### src/rtl/gpio_bank.sv
module gpio_bank #(
  parameter int NPADS = 40
) (
  input  logic                 clk,
  input  logic                 rst_n,
  input  logic                 bus_wr,
  input  logic                 bus_rd,
  input  logic [11:0]          bus_addr,
  input  logic [31:0]          bus_wdata,
  output logic                 rd_valid,
  output logic [31:0]          rd_data,
  input  logic [NPADS-1:0]     pad_in,
  output logic [NPADS-1:0]     pad_out,
  output logic [NPADS-1:0]     pad_oe,
  output logic [NPADS-1:0]     pad_ie,
  output logic [3*NPADS-1:0]   pad_func,
  output logic                 irq
);
  localparam int NWORDS = (NPADS + 31) / 32;
  localparam int SW     = NWORDS * 32;

  // trig word per pad: [5]=neg/low [4]=pos/high [3]=level [2:0]=function
  logic [NPADS-1:0][5:0] cfg_q;
  // value word per pad: [2]=ie_n [1]=oe_n [0]=level
  logic [NPADS-1:0][2:0] val_q;
  logic [NPADS-1:0]      s1, s2, s3, ev;
  logic [SW-1:0]         sts_q, sts_d, clr;
  logic [31:0]           rd_mux;
  logic                  unused_addr;

  wire pad_wr = bus_wr && !bus_addr[11];
  wire sts_wr = bus_wr &&  bus_addr[11];
  assign unused_addr = ^bus_addr[1:0];

  always_ff @(posedge clk or negedge rst_n)
    if (!rst_n) begin
      s1 <= '0; s2 <= '0; s3 <= '0;
    end else begin
      s1 <= pad_in; s2 <= s1; s3 <= s2;
    end

  for (genvar i = 0; i < NPADS; i++) begin : g_pad
    wire hit = pad_wr && (bus_addr[10:4] == 7'(i));
    wire lvl = cfg_q[i][3];
    wire pos = cfg_q[i][4];
    wire neg = cfg_q[i][5];

    always_ff @(posedge clk or negedge rst_n)
      if (!rst_n) begin
        cfg_q[i] <= '0;
        val_q[i] <= '0;
      end else if (hit) begin
        if (bus_addr[3:2] == 2'd0) cfg_q[i] <= {bus_wdata[26:24], bus_wdata[2:0]};
        if (bus_addr[3:2] == 2'd2) val_q[i] <= bus_wdata[2:0];
      end

    assign ev[i] = lvl ? ((pos & s2[i]) | (neg & ~s2[i]))
                       : ((pos & s2[i] & ~s3[i]) | (neg & ~s2[i] & s3[i]));

    assign pad_out[i]          = val_q[i][0];
    assign pad_oe[i]           = ~val_q[i][1];
    assign pad_ie[i]           = ~val_q[i][2];
    assign pad_func[3*i +: 3]  = cfg_q[i][2:0];
  end

  for (genvar w = 0; w < NWORDS; w++) begin : g_word
    assign clr[w*32 +: 32] = (sts_wr && bus_addr[10:2] == 9'(w)) ? bus_wdata : 32'd0;
  end

  assign sts_d = (sts_q & ~clr) | SW'(ev);

  always_ff @(posedge clk or negedge rst_n)
    if (!rst_n) begin
      sts_q <= '0;
      irq   <= 1'b0;
    end else begin
      sts_q <= sts_d;
      irq   <= |sts_d;
    end

  always_comb begin
    rd_mux = '0;
    if (!bus_addr[11]) begin
      for (int i = 0; i < NPADS; i++)
        if (bus_addr[10:4] == 7'(i)) begin
          if (bus_addr[3:2] == 2'd0)
            rd_mux = {5'd0, cfg_q[i][5:3], 21'd0, cfg_q[i][2:0]};
          else if (bus_addr[3:2] == 2'd2)
            rd_mux = {29'd0, val_q[i][2:1], val_q[i][2] ? val_q[i][0] : s2[i]};
        end
    end else begin
      for (int w = 0; w < NWORDS; w++)
        if (bus_addr[10:2] == 9'(w)) rd_mux = sts_q[w*32 +: 32];
    end
  end

  always_ff @(posedge clk or negedge rst_n)
    if (!rst_n) begin
      rd_valid <= 1'b0;
      rd_data  <= '0;
    end else begin
      rd_valid <= bus_rd;
      rd_data  <= bus_rd ? rd_mux : 32'd0;
    end
endmodule


### config.mk
export PLATFORM = sky130hd
export DESIGN_NAME = gpio_bank
export DESIGN_NICKNAME = d
export VERILOG_FILES = /design/src/rtl/gpio_bank.sv
export SDC_FILE = /design/constraint.sdc
export NUM_CORES = 1
export LEC_CHECK = 0
export BUFFER_PORTS_ARGS = -buffer_cell sky130_fd_sc_hd__buf_2
export CORE_MARGIN = 4
export CORE_UTILIZATION = 54
export DETAILED_ROUTE_END_ITERATION = 10
export GPL_TIMING_DRIVEN = 0
export PLACE_DENSITY = 0.73
export REMOVE_ABC_BUFFERS = 1
export SLEW_MARGIN = 20
export SYNTH_ARGS = -nofsm -noshare
export SYNTH_HDL_FRONTEND = slang
export SYNTH_SLANG_ARGS = --single-unit
export TNS_END_PERCENT = 1
### constraint.sdc
create_clock -name clk -period 3.96 [get_ports clk]
set_input_delay 0 -clock clk [delete_from_list [all_inputs] [get_ports clk]]
set_output_delay 0 -clock clk [all_outputs]
set_load 0.02 [all_outputs]
==> metrics.yaml, run 1 <==
place:
  pre_cts_slack_ns: -0.688
  post_dp_cell_area_mm2: 0.0282
  gp_congestion: 1.02
  portBuffers: 359
  dp_hpwl_um: 71200
  numPlacedInstances: 3433
sta:
  finalCriticalPeriod_ns: 3.58
  clock.fmax_mhz: 279
  clock_skew_ns: 0.0177
  finalHoldViolCount: 0
  finalSetupViolations: 0
  min_period_over_period_pct: 90.4
  worstMarginPinSlew_ns: 1.22
  slew_viol_final: 0
  setup_slack_ns: 0.378
  max_slew_margin_pct: 17.9
  grt_setup_unrepaired: "false"
worst_setup_path:
  crit_path_end_kind: "flop"
  r2r_cells: 7
  arrival_ns: 4.02
  r2r_end: "rd_data[1]"
  worstPathMaxFanout: 55
  crit_slowest_cell: "a2111oi_0"
  startpoint_type: "input pin"
  required_ns: 4.40
  r2r-start: "pad_func[10]"
  slowest_delay_ns: 0.80
  crit_chain: "buf_4, nand2_2, a2111oi_0, a211oi_1, a2111oi_2, nor4_1, a2111oi_0, o31ai_1"
  crit_path_frequent_cell: "a2111oi_0"
  r2r_slack_ns: 0.66
  criticalPathCategory: "in2reg"
final_layout:
  n_fill_cell: 3943
  seq_area_mm2: 0.0145
  final_cells: 3630
  multiInputGateArea_mm2: 0.0102
  drive_above_1_share_pct: 20.9
  final_area_mm2: 0.0311
  layout-area-overhead-vs-synth_pct: 15.8
  nNetsFinal: 2999
  fin_util_pct: 63.4
min_path:
  hold_class: "in2reg"
  whs_path_depth: 2
  min_to: "s1[3]"
  hp-start: "pad_in[3]"
floorplanning:
  rows: 81
  dieArea_mm2: 0.0533
  chipHeight_um: 231
  chipWidth_um: 231
  coreArea_mm2: 0.0491
  num_io_pins: 362
  start_util_pct: 54.7
global_route:
  grt_pass1_vias: 22000
  gr-total-overflow: 0
  grt_max_degree: 103
  grt.total_usage_pct: 36.6
  antenna_found_initial: 7
  grt_pass1_wl_um: 146000
logic_synthesis:
  ys_top_cells_by_count: "dfrtp_1 (578), nand2_1 (444), o21ai_0 (355)"
  ys_ff_latch: 578
  synth_area_leaders: "dfrtp_1 (54%), o21ai_0 (6.6%), nand2_1 (6.2%)"
  synth.area.mux_share_pct: 6.45
  yosysMostFrequentCell: "dfrtp_1"
  syn_area_mm2: 0.0268
  yosys.area_share.simple_pct: 13.3
  synth_edf_count: 0
  synth_compound_area_share_pct: 16.6
  synth_adder_area_share_pct: 0
  yosysUniqueCellTypes: 80
  synth_top_family_by_area: "compound AO/OA/AOI/OAI gates"
  netlist.area_leader.share_pct: 53.9
  synthXorXnorAreaFrac_pct: 1.31
  ys_warn_count: 0
  synth_flop_cell: "dfrtp_1"
  avgSynthCellArea_um2: 9.93
  synthCells: 2701
  synth_area_leader_cell: "dfrtp_1"
  seq_area_frac_synth_pct: 53.9
  synthArstFlopShare_pct: 100
drt:
  dr.pass1.iters: 6
  drt_iter0_markers: 2944
  vias: 22900
  drtAntennaViolNets: 0
  wirelength_um: 99300
  viasPerCell: 6.30
  drc: 0
  routedWlPerCell_um: 27.4
pwr:
  power_mw: 13.1
  intPower_mw: 9.85
  pwr-share-comb_pct: 7.8
  p_sw_share_pct: 24.7
  peakVddDrop_v: 0.000330
  cellPowerDensity_mw_per_mm2: 421
  clock_power_share_pct: 45.1
  p_seq_share_pct: 47.1
  leakagePower_nw: 14.0
  p_sw_mw: 3.23
clock_network:
  cts_tree: "built"
  cts_root_buf: "clkbuf_16"
  cts.sinks: 578
  htreeDepth: 2
  clock_latency_ns: 0.63
  cts_buffer_depth: 3
  numCtsBuffers: 59
  clk_pin_slew_ns: 0.06
run_status:
  status: "completed"
job:
  drv_cap: 0
-- cells in the final DEF (no fill, tap or decap), types with 9 or more instances in the layout --
| master | n |
|---|---|
| buf_16 | 9 |
| nand4_1 | 27 |
| a21boi_0 | 22 |
| buf_2 | 354 |
| a31oi_1 | 12 |
| dlygate4sd3_1 | 80 |
| nor4_1 | 22 |
| clkbuf_16 | 61 |
| clkinv_2 | 15 |
| a211oi_1 | 25 |
| o31ai_1 | 12 |
| buf_4 | 11 |
| nand3_1 | 21 |
| mux2i_1 | 66 |
| mux2_2 | 89 |
| xor2_1 | 40 |
| a22oi_1 | 62 |
| clkbuf_8 | 13 |
| o21ai_1 | 11 |
| nand2b_1 | 39 |
| dfrtp_1 | 578 |
| a21oi_1 | 43 |
| nor3_1 | 32 |
| nor2_1 | 116 |
| o21ai_0 | 355 |
| a2111oi_0 | 14 |
| o22ai_1 | 24 |
| nor2b_1 | 24 |
| nand2_1 | 443 |
| inv_1 | 107 |
| a32oi_1 | 10 |
| clkbuf_1 | 15 |
| o221ai_1 | 34 |
-- worst max-delay path, delay by kind of cell --
kind,cells,cell delay [ns]
compound gates,5,2.69
buf+inv,1,0.61
simple gates,2,0.68
-- final cells by class --
type                       instances  share of cell area, %
clock buffer                      89                   5.67
inverter                         115                   1.40
timing repair buffer             464                   9.87
multi-input combinational       1693                   32.9
clock inverter                    20                  0.898
tap                              664                   2.67
sequential                       578                   46.5
antenna                            7                 0.0564
-- kinds of logic (layout without fill, tap and decap cells) --
kind of cell | count (synthesis) | after routing
AO/OA/AOI/OAI | 710 | 710
XOR/XNOR | 40 | 40
other | 0 | 7
flip-flops | 578 | 578
AND/OR/NAND/NOR | 785 | 785
multiplexers | 158 | 158
buffers and inverters | 430 | 688
-- sequential cells by signal, indices dropped and copies added (netlist names) --
signal / count
cfg_q: 120
irq: 1
pad_func: 120
pad_out: 40
rd_data: 32
rd_valid: 1
s1: 40
s2: 40
s3: 40
sts_q: 64
val_q: 80
-- metrics by stage --
step,hold slack (ns),setup TNS [ns]
floorplan,-0.296,0
global placement,0.108,-5539.09
detailed placement,-0.0913,-0.993
CTS,0.000651,0
global route,0.0179,0
finish,0.0229,0
-- routing by layer --
layer,GRT usage (%),vias up,part of all wire [%]
met5,0,-,0.021
li1,-,9750,-
met1,50.9,11300,39
met4,16.0,4,4.9
met2,54.9,1550,44
met3,9.11,287,11
-- worst max path at each step --
stage,end,startpoint
final,rd_data[1],bus_addr[4]
after global routing,rd_data[1],bus_addr[4]
after CTS,rd_data[1],bus_addr[5]
after detailed placement,rd_data[1],bus_addr[5]
after global placement,s1[12],rst_n
after floorplan,rd_data[1],bus_addr[9]
-- power by group through the flow --
stage / Clock (mW) / Combinational, mW / Sequential (mW)
after floorplan: 0 / 0.329 / 6.25
after global placement: 0 / 0.868 / 6.26
after detailed placement: 0 / 0.926 / 6.26
after CTS: 5.92 / 0.997 / 6.16
after global routing: 6.16 / 1.08 / 6.17
final: 5.90 / 1.02 / 6.16
-- repair_timing --
item | CTS | global route
hold buffers | 81 | 0
setup endpoints to repair | 1 | 0
gates resized for setup | 1 | 0
buffers inserted | 0 | 0
hold endpoints to repair | 283 | 0
Note: power is estimated with default switching activity, not from simulation.
==> inputs of run 2 (changes only) <==
--- a/config.mk
+++ b/config.mk
@@ -5,6 +5,7 @@
 export SDC_FILE = /design/constraint.sdc
 export NUM_CORES = 1
 export LEC_CHECK = 0
+export ABC_AREA = 1
 export BUFFER_PORTS_ARGS = -buffer_cell sky130_fd_sc_hd__buf_2
 export CORE_MARGIN = 4
 export CORE_UTILIZATION = 54
==> metrics.yaml, run 2 <==
run_status:
  status: "complete, but fails checks"
  violations: "setup timing"
final_layout:
  final_cells: 4127
  seq_area_mm2: 0.0145
  final_common_cell: "nand2_1"
  fin_util_pct: 64.4
  nNetsFinal: 3498
  drive_above_1_share_pct: 18.8
  layout_common_cells: "nand2_1 (835), dfrtp_1 (578), o21ai_0 (526)"
  multiInputGateArea_mm2: 0.00959
  n_fill_cell: 4010
  layout-area-overhead-vs-synth_pct: 18.0
logic_synthesis:
  ys_top_cells_by_count: "nand2_1 (858), dfrtp_1 (578), o21ai_0 (529)"
  synthCells: 3149
  avgSynthCellArea_um2: 8.49
  ys_warn_count: 0
  seq_area_frac_synth_pct: 54.1
  synthArstFlopShare_pct: 100
  syn_area_mm2: 0.0267
  ys_ff_latch: 578
  yosysUniqueCellTypes: 53
  netlist.area_leader.share_pct: 54.1
  synth_flop_cell: "dfrtp_1"
  yosysMostFrequentCell: "nand2_1"
  synth_edf_count: 0
  synth_area_leaders: "dfrtp_1 (54%), nand2_1 (12%), o21ai_0 (9.9%)"
  synth_area_leader_cell: "dfrtp_1"
drt:
  viasPerCell: 5.73
  dr.pass1.iters: 6
  drc: 0
  wirelength_um: 89600
  routedWlPerCell_um: 21.7
  vias: 23700
  drt_iter0_markers: 2725
  drtAntennaViolNets: 0
worst_setup_path:
  r2r-start: "val_q[5]"
  r2r_end: "rd_data[0]"
  crit_slowest_cell: "dfrtp_1"
  worstPathMaxFanout: 4
  startpoint: "val_q[5]"
  criticalPathCategory: "reg2reg"
  slowest_delay_ns: 0.41
  arrival_ns: 5.91
  endpoint: "rd_data[0]"
  required_ns: 4.47
  cp.depth: 64
  r2r_cells: 64
  r2r_slack_ns: -1.44
  crit_buf_inv: 0
  crit_path_end_kind: "flop"
  crit_path_frequent_cell: "nand2_1"
  startpoint_type: "flop"
  cpLargestDelayFamily: "simple AND/OR/NAND/NOR gates"
global_route:
  grt_pass1_wl_um: 135000
  grt.total_usage_pct: 33.1
  gr-total-overflow: 0
  grt_pass1_vias: 23000
  antenna_found_initial: 4
  grt_max_degree: 101
sta:
  worstMarginPinSlew_ns: 1.23
  clock_skew_ns: 0.0208
  finalCriticalPeriod_ns: 5.40
  grt_setup_unrepaired: "true"
  slew_viol_final: 0
  finalSetupViolations: 6
  min_period_over_period_pct: 136
  max_slew_margin_pct: 17.8
  setup_slack_ns: -1.44
  clock.fmax_mhz: 185
  finalHoldViolCount: 0
pwr:
  leakagePower_nw: 14.9
  peakVddDrop_v: 0.000370
  cellPowerDensity_mw_per_mm2: 399
clock_network:
  cts_buffer_depth: 3
  cts_tree: "built"
  clock_latency_ns: 0.64
  numCtsBuffers: 60
  htreeDepth: 2
  cts_root_buf: "clkbuf_16"
  clk_pin_slew_ns: 0.06
  cts.sinks: 578
floorplanning:
  num_io_pins: 362
  coreArea_mm2: 0.0490
  start_util_pct: 54.6
  chipWidth_um: 230
  rows: 81
  dieArea_mm2: 0.0531
  chipHeight_um: 230
place:
  gp_congestion: 0.933
  dp_hpwl_um: 60900
  numPlacedInstances: 3903
  portBuffers: 359
job:
  drv_cap: 0
min_path:
  hold_class: "in2reg"
-- run 2: worst min-delay path by stage --
stage	start	end	slack [ns]	cells past startpoint
2_1_floorplan	rst_n	cfg_q[100]	-0.30	0
4_1_cts	pad_in[7]	s1[7]	0.0004	2
6_report	pad_in[21]	s1[21]	0.02	2
3_5_place_dp	rst_n	pad_out[22]	-0.04	1
3_3_place_gp	pad_in[21]	s1[21]	0.11	1
5_1_grt	pad_in[33]	s1[33]	0.02	2
-- run 2: layout make-up --
type / instances / area share [%]
Antenna cell: 4 / 0.0317
Clock buffer: 92 / 5.65
Clock inverter: 19 / 0.448
Inverter: 353 / 4.31
Multi-Input combinational cell: 1930 / 30.4
Sequential cell: 578 / 45.9
Tap cell: 664 / 2.63
Timing Repair Buffer: 487 / 10.7
-- run 2: logic make-up (layout without fill, tap and decap cells) --
family / after synthesis / in the layout / share of synthesized area [%]
AND/OR/NAND/NOR: 1175 / 1177 / 18.0
other: 0 / 4 / 0
AO/OA/AOI/OAI: 753 / 753 / 16.0
buffers and inverters: 643 / 951 / 11.8
flip-flops: 578 / 578 / 54.1
-- run 2: routing by layer --
layer	vias to the layer above	share of wire (%)	GRT usage [%]
li1	10700	-	-
met1	11400	40	46.2
met2	1343	45	50.6
met3	252	10	6.23
met4	0	5.0	15.2
met5	-	0	0
-- run 2: where the power goes --
group / internal, mW / switching [mW]
sequential: 6.03 / 0.0907
clock: 3.15 / 2.39
combinational: 0.275 / 0.648
-- run 2: stage by stage --
stage	TNS [ns]	hold slack, ns	power, mW	worst slack [ns]	area [µm²]
after floorplan	-0.651	-0.296	6.53	-0.651	24900
after global placement	-5528.54	0.108	6.96	-8.66	27500
after detailed placement	-20.92	-0.0375	7.03	-3.47	28000
after CTS	-7.46	0.000360	12.6	-1.32	31400
after global routing	-9.77	0.0196	13.0	-1.90	31500
final	-8.05	0.0209	12.6	-1.44	31500
-- run 2: timing repair --
action | 4_1_cts | 5_1_grt
pin swaps | 22 | 24
endpoints found under the hold margin | 486 | 0
hold buffers | 98 | 0
endpoints found under the setup margin | 7 | 7
buffers inserted | 5 | 4
gates cloned | 2 | 0
gates resized for setup | 71 | 28
